$ cat config.mk
export PLATFORM = sky130hd
export DESIGN_NAME = fifo_irq_ctrl
export DESIGN_NICKNAME = d
export VERILOG_FILES = /design/src/rtl/fic_pkg.sv /design/src/rtl/fic_src_detect.sv /design/src/rtl/fic_status_reg.sv /design/src/rtl/fic_mask_reg.sv /design/src/rtl/fifo_irq_ctrl.sv
export SDC_FILE = /design/constraint.sdc
export NUM_CORES = 1
export LEC_CHECK = 0
export BUFFER_PORTS_ARGS = -buffer_cell sky130_fd_sc_hd__buf_4
export CAP_MARGIN = 10
export CELL_PAD_IN_SITES_DETAIL_PLACEMENT = 1
export CELL_PAD_IN_SITES_GLOBAL_PLACEMENT = 2
export CORE_ASPECT_RATIO = 1.5
export CORE_MARGIN = 4
export CORE_UTILIZATION = 32
export DETAILED_ROUTE_END_ITERATION = 12
export GPL_TIMING_DRIVEN = 1
export PLACE_DENSITY_LB_ADDON = 0.1
export SYNTH_ARGS = -nofsm -noshare
export SYNTH_HDL_FRONTEND = slang
export SYNTH_SLANG_ARGS = --single-unit
export TNS_END_PERCENT = 100
$ cat constraint.sdc
create_clock -name clk -period 1.8 [get_ports clk]
set_input_delay 0.18 -clock clk [delete_from_list [all_inputs] [get_ports clk]]
set_output_delay 0.18 -clock clk [all_outputs]
set_load 0.01 [all_outputs]
$ cat src/rtl/fic_pkg.sv
// Shared constants for the FIFO interrupt status controller: status bit
// positions, register addresses and the per-bit source kind.
package fic_pkg;
    localparam int STAT_W    = 7;
    localparam int B_RX_OVF  = 0;
    localparam int B_TX_NF   = 2;
    localparam int B_TX_FULL = 3;
    localparam int B_RX_NE   = 4;
    localparam int B_RX_FULL = 5;
    localparam int B_TX_UDF  = 6;
    localparam logic [STAT_W-1:0] VALID_BITS = 7'b111_1101;

    typedef enum logic [2:0] {
        A_STATUS = 3'd0,
        A_ENSET  = 3'd1,
        A_ENCLR  = 3'd2,
        A_MASK   = 3'd3,
        A_TXTH   = 3'd4,
        A_RXTH   = 3'd5
    } reg_addr_e;

    typedef enum logic [1:0] {K_NONE, K_EVENT, K_LEVEL} bit_kind_e;

    // Kind of source feeding each status bit position.
    function automatic bit_kind_e kind_of(input int idx);
        case (idx)
            B_RX_OVF, B_TX_UDF:                     return K_EVENT;
            B_TX_NF, B_TX_FULL, B_RX_NE, B_RX_FULL: return K_LEVEL;
            default:                                return K_NONE;
        endcase
    endfunction
endpackage

$ cat src/rtl/fic_src_detect.sv
// Source detection: turns FIFO occupancy, threshold registers and event
// pulses into one raw request per status bit position. Purely combinational.
// Assumes the counts never exceed DEPTH.
module fic_src_detect
    import fic_pkg::*;
#(
    parameter int DEPTH = 63,
    parameter int CNT_W = 6
) (
    input  logic [CNT_W-1:0]  tx_level,
    input  logic [CNT_W-1:0]  rx_level,
    input  logic [CNT_W-1:0]  tx_thr,
    input  logic [CNT_W-1:0]  rx_thr,
    input  logic              rx_ovf_evt,
    input  logic              tx_udf_evt,
    output logic [STAT_W-1:0] src
);
    localparam logic [CNT_W-1:0] FULL_CNT = CNT_W'(DEPTH);

    // Compare occupancy against thresholds and the full level.
    always_comb begin
        src             = '0;
        src[B_RX_OVF]   = rx_ovf_evt;
        src[B_TX_NF]    = (tx_level < tx_thr);
        src[B_TX_FULL]  = (tx_level == FULL_CNT);
        src[B_RX_NE]    = (rx_level >= rx_thr);
        src[B_RX_FULL]  = (rx_level == FULL_CNT);
        src[B_TX_UDF]   = tx_udf_evt;
    end
endmodule

$ cat src/rtl/fic_status_reg.sv
// Status register with write-one-to-clear. Event bits give priority to a
// new event over a clear. Level bits give priority to the clear for one
// cycle. All bits are sticky. Unused positions are tied to zero.
module fic_status_reg
    import fic_pkg::*;
(
    input  logic              clk,
    input  logic              rst_n,
    input  logic [STAT_W-1:0] src,
    input  logic [STAT_W-1:0] clr,
    output logic [STAT_W-1:0] status
);
    for (genvar i = 0; i < STAT_W; i++) begin : g_bit
        if (kind_of(i) == K_EVENT) begin : g_evt
            logic q;
            // Sticky event bit: a new event beats a simultaneous clear.
            always_ff @(posedge clk) begin
                if (!rst_n) q <= 1'b0;
                else        q <= (q & ~clr[i]) | src[i];
            end
            assign status[i] = q;
        end else if (kind_of(i) == K_LEVEL) begin : g_lvl
            logic q;
            // Latched level bit: a clear wins for one cycle.
            always_ff @(posedge clk) begin
                if (!rst_n)      q <= 1'b0;
                else if (clr[i]) q <= 1'b0;
                else             q <= q | src[i];
            end
            assign status[i] = q;
        end else begin : g_none
            assign status[i] = 1'b0;
        end
    end
endmodule

$ cat src/rtl/fic_mask_reg.sv
// Interrupt mask, changed only through separate set and clear strobes.
// Assumes set and clear never arrive in the same cycle.
module fic_mask_reg
    import fic_pkg::*;
(
    input  logic              clk,
    input  logic              rst_n,
    input  logic [STAT_W-1:0] set_bits,
    input  logic [STAT_W-1:0] clr_bits,
    output logic [STAT_W-1:0] mask
);
    // Apply set then clear; only valid positions can ever be set.
    always_ff @(posedge clk) begin
        if (!rst_n) mask <= '0;
        else        mask <= (mask | (set_bits & VALID_BITS)) & ~clr_bits;
    end
endmodule

$ cat src/rtl/fifo_irq_ctrl.sv
// FIFO interrupt status controller top. Decodes the register port, holds
// the two threshold registers, drives the read mux and forms irq.
// Assumes a single-cycle write strobe and DATA_W >= max(8, CNT_W).
module fifo_irq_ctrl
    import fic_pkg::*;
#(
    parameter int DEPTH     = 63,
    parameter int DATA_W    = 8,
    parameter int TX_TH_RST = 1,
    parameter int RX_TH_RST = 32,
    localparam int CNT_W    = $clog2(DEPTH + 1)
) (
    input  logic              clk,
    input  logic              rst_n,
    input  logic              reg_wr,
    input  logic [2:0]        reg_addr,
    input  logic [DATA_W-1:0] reg_wdata,
    output logic [DATA_W-1:0] reg_rdata,
    input  logic [CNT_W-1:0]  tx_level,
    input  logic [CNT_W-1:0]  rx_level,
    input  logic              rx_ovf_evt,
    input  logic              tx_udf_evt,
    output logic              irq
);
    logic [STAT_W-1:0] wbits;
    logic [STAT_W-1:0] src, stat_clr, mask_set, mask_clr;
    logic [STAT_W-1:0] status_q, mask_q;
    logic [CNT_W-1:0]  tx_thr_q, rx_thr_q;

    assign wbits = reg_wdata[STAT_W-1:0];

    // Write decode into per-register bit strobes.
    always_comb begin
        stat_clr = '0;
        mask_set = '0;
        mask_clr = '0;
        if (reg_wr) begin
            case (reg_addr)
                A_STATUS: stat_clr = wbits;
                A_ENSET:  mask_set = wbits;
                A_ENCLR:  mask_clr = wbits;
                default:  ;
            endcase
        end
    end

    // Threshold registers.
    always_ff @(posedge clk) begin
        if (!rst_n) begin
            tx_thr_q <= CNT_W'(TX_TH_RST);
            rx_thr_q <= CNT_W'(RX_TH_RST);
        end else if (reg_wr && reg_addr == A_TXTH) begin
            tx_thr_q <= reg_wdata[CNT_W-1:0];
        end else if (reg_wr && reg_addr == A_RXTH) begin
            rx_thr_q <= reg_wdata[CNT_W-1:0];
        end
    end

    fic_src_detect #(.DEPTH(DEPTH), .CNT_W(CNT_W)) u_src (
        .tx_level   (tx_level),
        .rx_level   (rx_level),
        .tx_thr     (tx_thr_q),
        .rx_thr     (rx_thr_q),
        .rx_ovf_evt (rx_ovf_evt),
        .tx_udf_evt (tx_udf_evt),
        .src        (src)
    );

    fic_status_reg u_stat (
        .clk    (clk),
        .rst_n  (rst_n),
        .src    (src),
        .clr    (stat_clr),
        .status (status_q)
    );

    fic_mask_reg u_mask (
        .clk      (clk),
        .rst_n    (rst_n),
        .set_bits (mask_set),
        .clr_bits (mask_clr),
        .mask     (mask_q)
    );

    // Read mux; write-only and unmapped addresses return zero.
    always_comb begin
        reg_rdata = '0;
        case (reg_addr)
            A_STATUS: reg_rdata[STAT_W-1:0] = status_q;
            A_MASK:   reg_rdata[STAT_W-1:0] = mask_q;
            A_TXTH:   reg_rdata[CNT_W-1:0]  = tx_thr_q;
            A_RXTH:   reg_rdata[CNT_W-1:0]  = rx_thr_q;
            default:  ;
        endcase
    end

    // Interrupt: any pending and enabled source.
    assign irq = |(status_q & mask_q);
endmodule

After elaboration in Yosys (flattened, before gate mapping). Index checks and enable logic that the tools add are counted.

Reductions and logical operators: 9. Bitwise gates (word level): 16. Equality and inequality tests: 7. $lt $le $gt $ge: 2. Mux-type cells: 8.

Operators with widths (number): 7-bit 2-to-1 mux (6); 6-bit case mux with 4 select lines (1); 7-bit AND (2); 6-bit equality test (second input constant) (2); 2-bit OR reduction (4); 7-bit NOT (1); 7-bit OR (1); 7-bit OR reduction (1); 3-bit by 2-bit equality test with 1-bit output (second input constant) (2); 3-bit equality test (second input constant) (2); 6-bit >= comparator (1); 6-bit < comparator (1); 1-bit OR (6); 1-bit NOT (4); 3-bit by 1-bit equality test with 1-bit output (second input constant) (1); 3-bit zero test (1); 1-bit AND (2); 1-bit logical AND (2); 1-bit case mux with 2 select lines (1); 2-bit AND reduction (1).

Input bits: 28. Output and inout bits: 9. Logic and storage cells: 51. Register bits: 25.

Longest topological paths before layout.
Depth after elaboration: 6. Mapped depth: 6.

Hierarchy. From an unflattened synthesis, not the netlist that was laid out.

Cells, all modules: 218. Area total of the unflattened synthesis: 1865.5 um2.

Modules (own cells, without submodules): fifo_irq_ctrl (seq. area each 240.2 um2, instances 1, area each 1019.7 um2, cells each 126); fic_src_detect (seq. area each 0.0 um2, instances 1, area each 315.3 um2, cells each 46); fic_status_reg (seq. area each 120.1 um2, instances 1, area each 284.0 um2, cells each 26); fic_mask_reg (seq. area each 140.1 um2, instances 1, area each 246.5 um2, cells each 20).

Worst setup path after synthesis. Ideal clock, no wire load.

Path type: reg-to-reg. Start: reg rx_thr_q[4]. End: reg u_stat.g_bit[4].g_lvl.q. Path buffers: 0. Clock period less this slack: 1214 ps. Required time: 1675 ps. Setup slack: 586 ps. Arrival time: 1089 ps. Stages on the path, launching flop included: 6. Path through: dfxtp_1 > inv_1 > ha_1 > a21o_1 > a211oi_1 > a21oi_1.

Longest elaborated chain between the ends: 2.

Ends and longest elaborated chain: start: declaration (line fifo_irq_ctrl.sv:28) `logic [CNT_W-1:0] tx_thr_q, rx_thr_q;`; start signal: assignment (line fifo_irq_ctrl.sv:51) `rx_thr_q <= CNT_W'(RX_TH_RST);`; start signal: assignment (line fifo_irq_ctrl.sv:55) `rx_thr_q <= reg_wdata[CNT_W-1:0];`; 6-bit >= comparator (line fic_src_detect.sv:26) `src[B_RX_NE] = (rx_level >= rx_thr);`; 1-bit OR (line fic_status_reg.sv:28) `else q <= q | src[i];`; end signal: assignment (line fic_status_reg.sv:28); end: declaration (line fic_status_reg.sv:23) `logic q;`.

Every way passes these cells. A chain may end at the register's enable or synchronous reset.

Final worst setup path.
Start: reg rx_thr_q[0]. End: out reg_rdata[0].

Longest elaborated chain between the ends: 1.

Ends and longest elaborated chain: 6-bit case mux with 4 select lines (line fifo_irq_ctrl.sv:88) `case (reg_addr)`; end: declaration (line fifo_irq_ctrl.sv:18) `output logic [DATA_W-1:0] reg_rdata,`.

Every way passes these cells.

==> results.tsv <==
stage	metric	value	unit
status	status	finished clean	
place	Placer Congestion	0.732	
logic_synthesis	unique cell type count in the Yosys netlist	32	
logic_synthesis	Seq/Total Area, Yosys	32.3	%
grt	routing usage on met1	17.7	%
sta	Rel. slew slack	63.0	%
logic_synthesis	Synth Area in XOR/XNOR	0	%
grt	met3 Usage GRT	2.40	%
logic_synthesis	Cells after Synth	193	
pwr	Pleak	0.814	nW
pwr	power per cell area	616	nW/µm²
pwr	Gate power share	18.4	%
sta	Setup Viol. Count Final	0	
grt	GRT Util Overall	15.9	%
floorplan	core area	4620	µm²
logic_synthesis	Synth Area in Compound Gates	17.9	%
logic_synthesis	Synth Area in Simple Gates	26.6	%
floorplan	die span in y	93.2	µm
logic_synthesis	Yosys reg bits	25	
pwr	clock power share	30.5	%
critical_path	critical path class	reg2out	
sta	hold_ws	85.0	ps
critical_path	startpoint type of the worst setup path	register	
critical_path	CP arrival	1280	ps
pwr	Int Pwr	0.825	mW
grt	Remaining Overflow, GRT	0	
final_layout	most frequent cells in the layout	34 x buf_4, 31 x nand2_1, 25 x dfxtp_1	
sta	Tmin final	1460	ps
pwr	Pwr Total	1.14	mW
critical_path	Setup crit end kind	output port	
sta	clock skew	12.1	ps
final_layout	Area Overhead vs Synth	20.0	%
final_layout	fin nets	261	
grt	initial antenna violation count	0	
sta	RSZ-0062 raised after global routing	no	
drt	# DRC	0	
clocking	clock sinks	25	
clocking	cts bufs inserted	3	
pwr	sequential power share	51.1	%
place	Port Buf Inserts	34	
logic_synthesis	Post-Synth Adder-Cell Area	8.89	%
logic_synthesis	syn avg cell area	8.02	µm²
worst_hold_path	WHS Endpoint	u_stat.g_bit[6].g_evt.q	
floorplan	row count	30	
grt	first-pass GRT wire length	7420	µm
pwr	Switch Pwr	0.318	mW
logic_synthesis	Yosys warnings	0	
sta	period utilization	81.3	%
sta	Final WS setup	337	ps
place	Detailed Place HPWL	3500	µm
clocking	Post-CTS Hold Buffers	0	
sta	setup_tns	0	ps
worst_hold_path	Hold Path Class	in2reg	
grt	GRT Max-Usage Layer	met2	
worst_hold_path	Worst Hold Depth	2	
drt	Routed Antenna Nets	0	
drt	DRT Pass-1 Iters	4	
grt	largest net degree at the start of global routing	26	
drt	Post-Route WL	4460	µm
logic_synthesis	Netlist Area Pre-Place	1550	µm²
drt	Iteration-0 DRC Markers	34	
logic_synthesis	mux contribution to synthesized area	5.90	%
logic_synthesis	Syn Nets	232	
final_layout	layout cells sized above 1	19.5	%
critical_path	CP Data Required Time	1620	ps
grt	met2 GRT Util	30.1	%
critical_path	Worst R2R Start	rx_thr_q[2]	
critical_path	worst reg-to-reg setup slack	480	ps
clocking	worst skew pair latency	280	ps
logic_synthesis	Synth Flop Type	dfxtp_1	
critical_path	crit-path max FO	3	
worst_hold_path	worst hold start	reg_wdata[6]	
drt	routed via count	1431	
clocking	CTS clock-pin slew for the worst setup and hold paths	100	ps
logic_synthesis	EDFF count, synth	0	
clocking	CTS tree	built	
clocking	Post-CTS Setup Inserts	0	
sta	Final Hold Vio Count	0	
floorplan	die width	64.8	µm
final_layout	Filler cells	582	
final_layout	ant diodes	0	
floorplan	starting density of the core	33.5	%
clocking	post-cts gate resize count	0	
clocking	H-tree depth	1	
final_layout	commonest non-fill, non-tap cell in the layout	buf_4	
critical_path	Worst R2R Path Depth	6	
pwr	Switching Fraction	27.8	%
pwr	worst vdd ir	0.000286	V
drt	routed vias/inst	5.02	
logic_synthesis	largest family of logic cells by synthesized area	simple AND/OR/NAND/NOR gates	
sta	f_max	0.683	GHz
clocking	clock buffer depth	2	
drt	WL per Instance	15.6	µm
critical_path	worst r2r dst	u_stat.g_bit[4].g_lvl.q	
floorplan	Ports	37	
flow_run	maxcap violations	0	
sta	Final Max Tran Viols	0	
clocking	CTS root buf	clkbuf_8	
grt	vias in the first global route	1546	
floorplan	die area	6040	µm²
sta	worst-margin pin slew	554	ps
place	Setup WS pre-CTS	391	ps
logic_synthesis	ys async rst share	0	%
## critical path: stages, from the launching register on
cell	delay, ps
dfxtp_1	340
mux2_1	300
a22oi_1	150
o21ai_1	80
buf_4	150
## synthesized netlist by cell type (2+ instances only)
master    number  area [µm²]
buf_6          2        22.5
ha_1          11         138
a21oi_1       20         100
a22oi_1        6        45.0
nor2_1        15        56.3
nor2b_1       11        68.8
clkbuf_1       2        7.51
o21ai_1        9        45.0
mux2i_1        8        80.1
o21ai_0        5        25.0
nand2_1       31         116
a22o_1         2        17.5
buf_4          5        37.5
a31oi_1        2        12.5
nand4_1        4        25.0
nand3_1        5        25.0
inv_1         14        52.6
nor3_1         2        10.0
dfxtp_1       25         500
a21o_1         2        15.0
## how the worst max path moves through the flow
stage / start / to / slack [ps]
3_3_place_gp: reg_addr[0] / tx_thr_q[0] / 410
5_1_grt: rx_thr_q[0] / reg_rdata[0] / 240
4_1_cts: rx_thr_q[0] / reg_rdata[0] / 320
6_report: rx_thr_q[0] / reg_rdata[0] / 340
3_5_place_dp: reg_addr[0] / tx_thr_q[0] / 390
2_1_floorplan: rx_thr_q[4] / u_stat.g_bit[4].g_lvl.q / 590
## power by group through the flow
stage | registers, mW | logic, mW | clock network [mW]
2_1_floorplan | 0.592 | 0.126 | 0
3_3_place_gp | 0.597 | 0.204 | 0
3_5_place_dp | 0.597 | 0.214 | 0
4_1_cts | 0.584 | 0.215 | 0.363
5_1_grt | 0.587 | 0.237 | 0.391
6_report | 0.584 | 0.211 | 0.349
## flip-flops by register name, summed over array words and instances (netlist names)
name,flops
u_mask.mask,7
tx_thr_q,6
u_stat.g_bit.g_evt.q,2
u_stat.g_bit.g_lvl.q,4
rx_thr_q,6
## final cells by class
type | instances | area [µm²] | area share (%)
multi-input cells | 144 | 922 | 49.7
flip-flops and latches | 25 | 500 | 27.0
well taps | 64 | 80.1 | 4.31
repair buffers | 34 | 255 | 13.7
inverters | 14 | 52.6 | 2.83
clock inverters | 1 | 5.00 | 0.270
clock buffers | 3 | 41.3 | 2.22
## per-stage QoR
| stage | instances | cell area, µm² | util (%) |
|---|---|---|---|
| CTS | 285 | 1860 | 40.2 |
| floorplan | 193 | 1550 | - |
| finish | 285 | 1860 | 40.2 |
| detailed placement | 281 | 1810 | 39.2 |
| global placement | 281 | 1810 | 39.2 |
| global route | 285 | 1860 | 40.2 |
## cell families after synthesis
| kind of cell | after synthesis |
|---|---|
| other | 1 |
| buffers and inverters | 24 |
| adder cells (fa/ha/maj) | 11 |
| AND/OR/NAND/NOR | 75 |
| AO/OA/AOI/OAI | 48 |
| flip-flops | 25 |
| multiplexers | 9 |
## per-layer routing
layer	vias up	wire length, µm
met1	675	1830
met2	30	2390
met4	0	61
met5	-	0
met3	5	178
li1	721	-
Power figures use the tool's default switching activity.
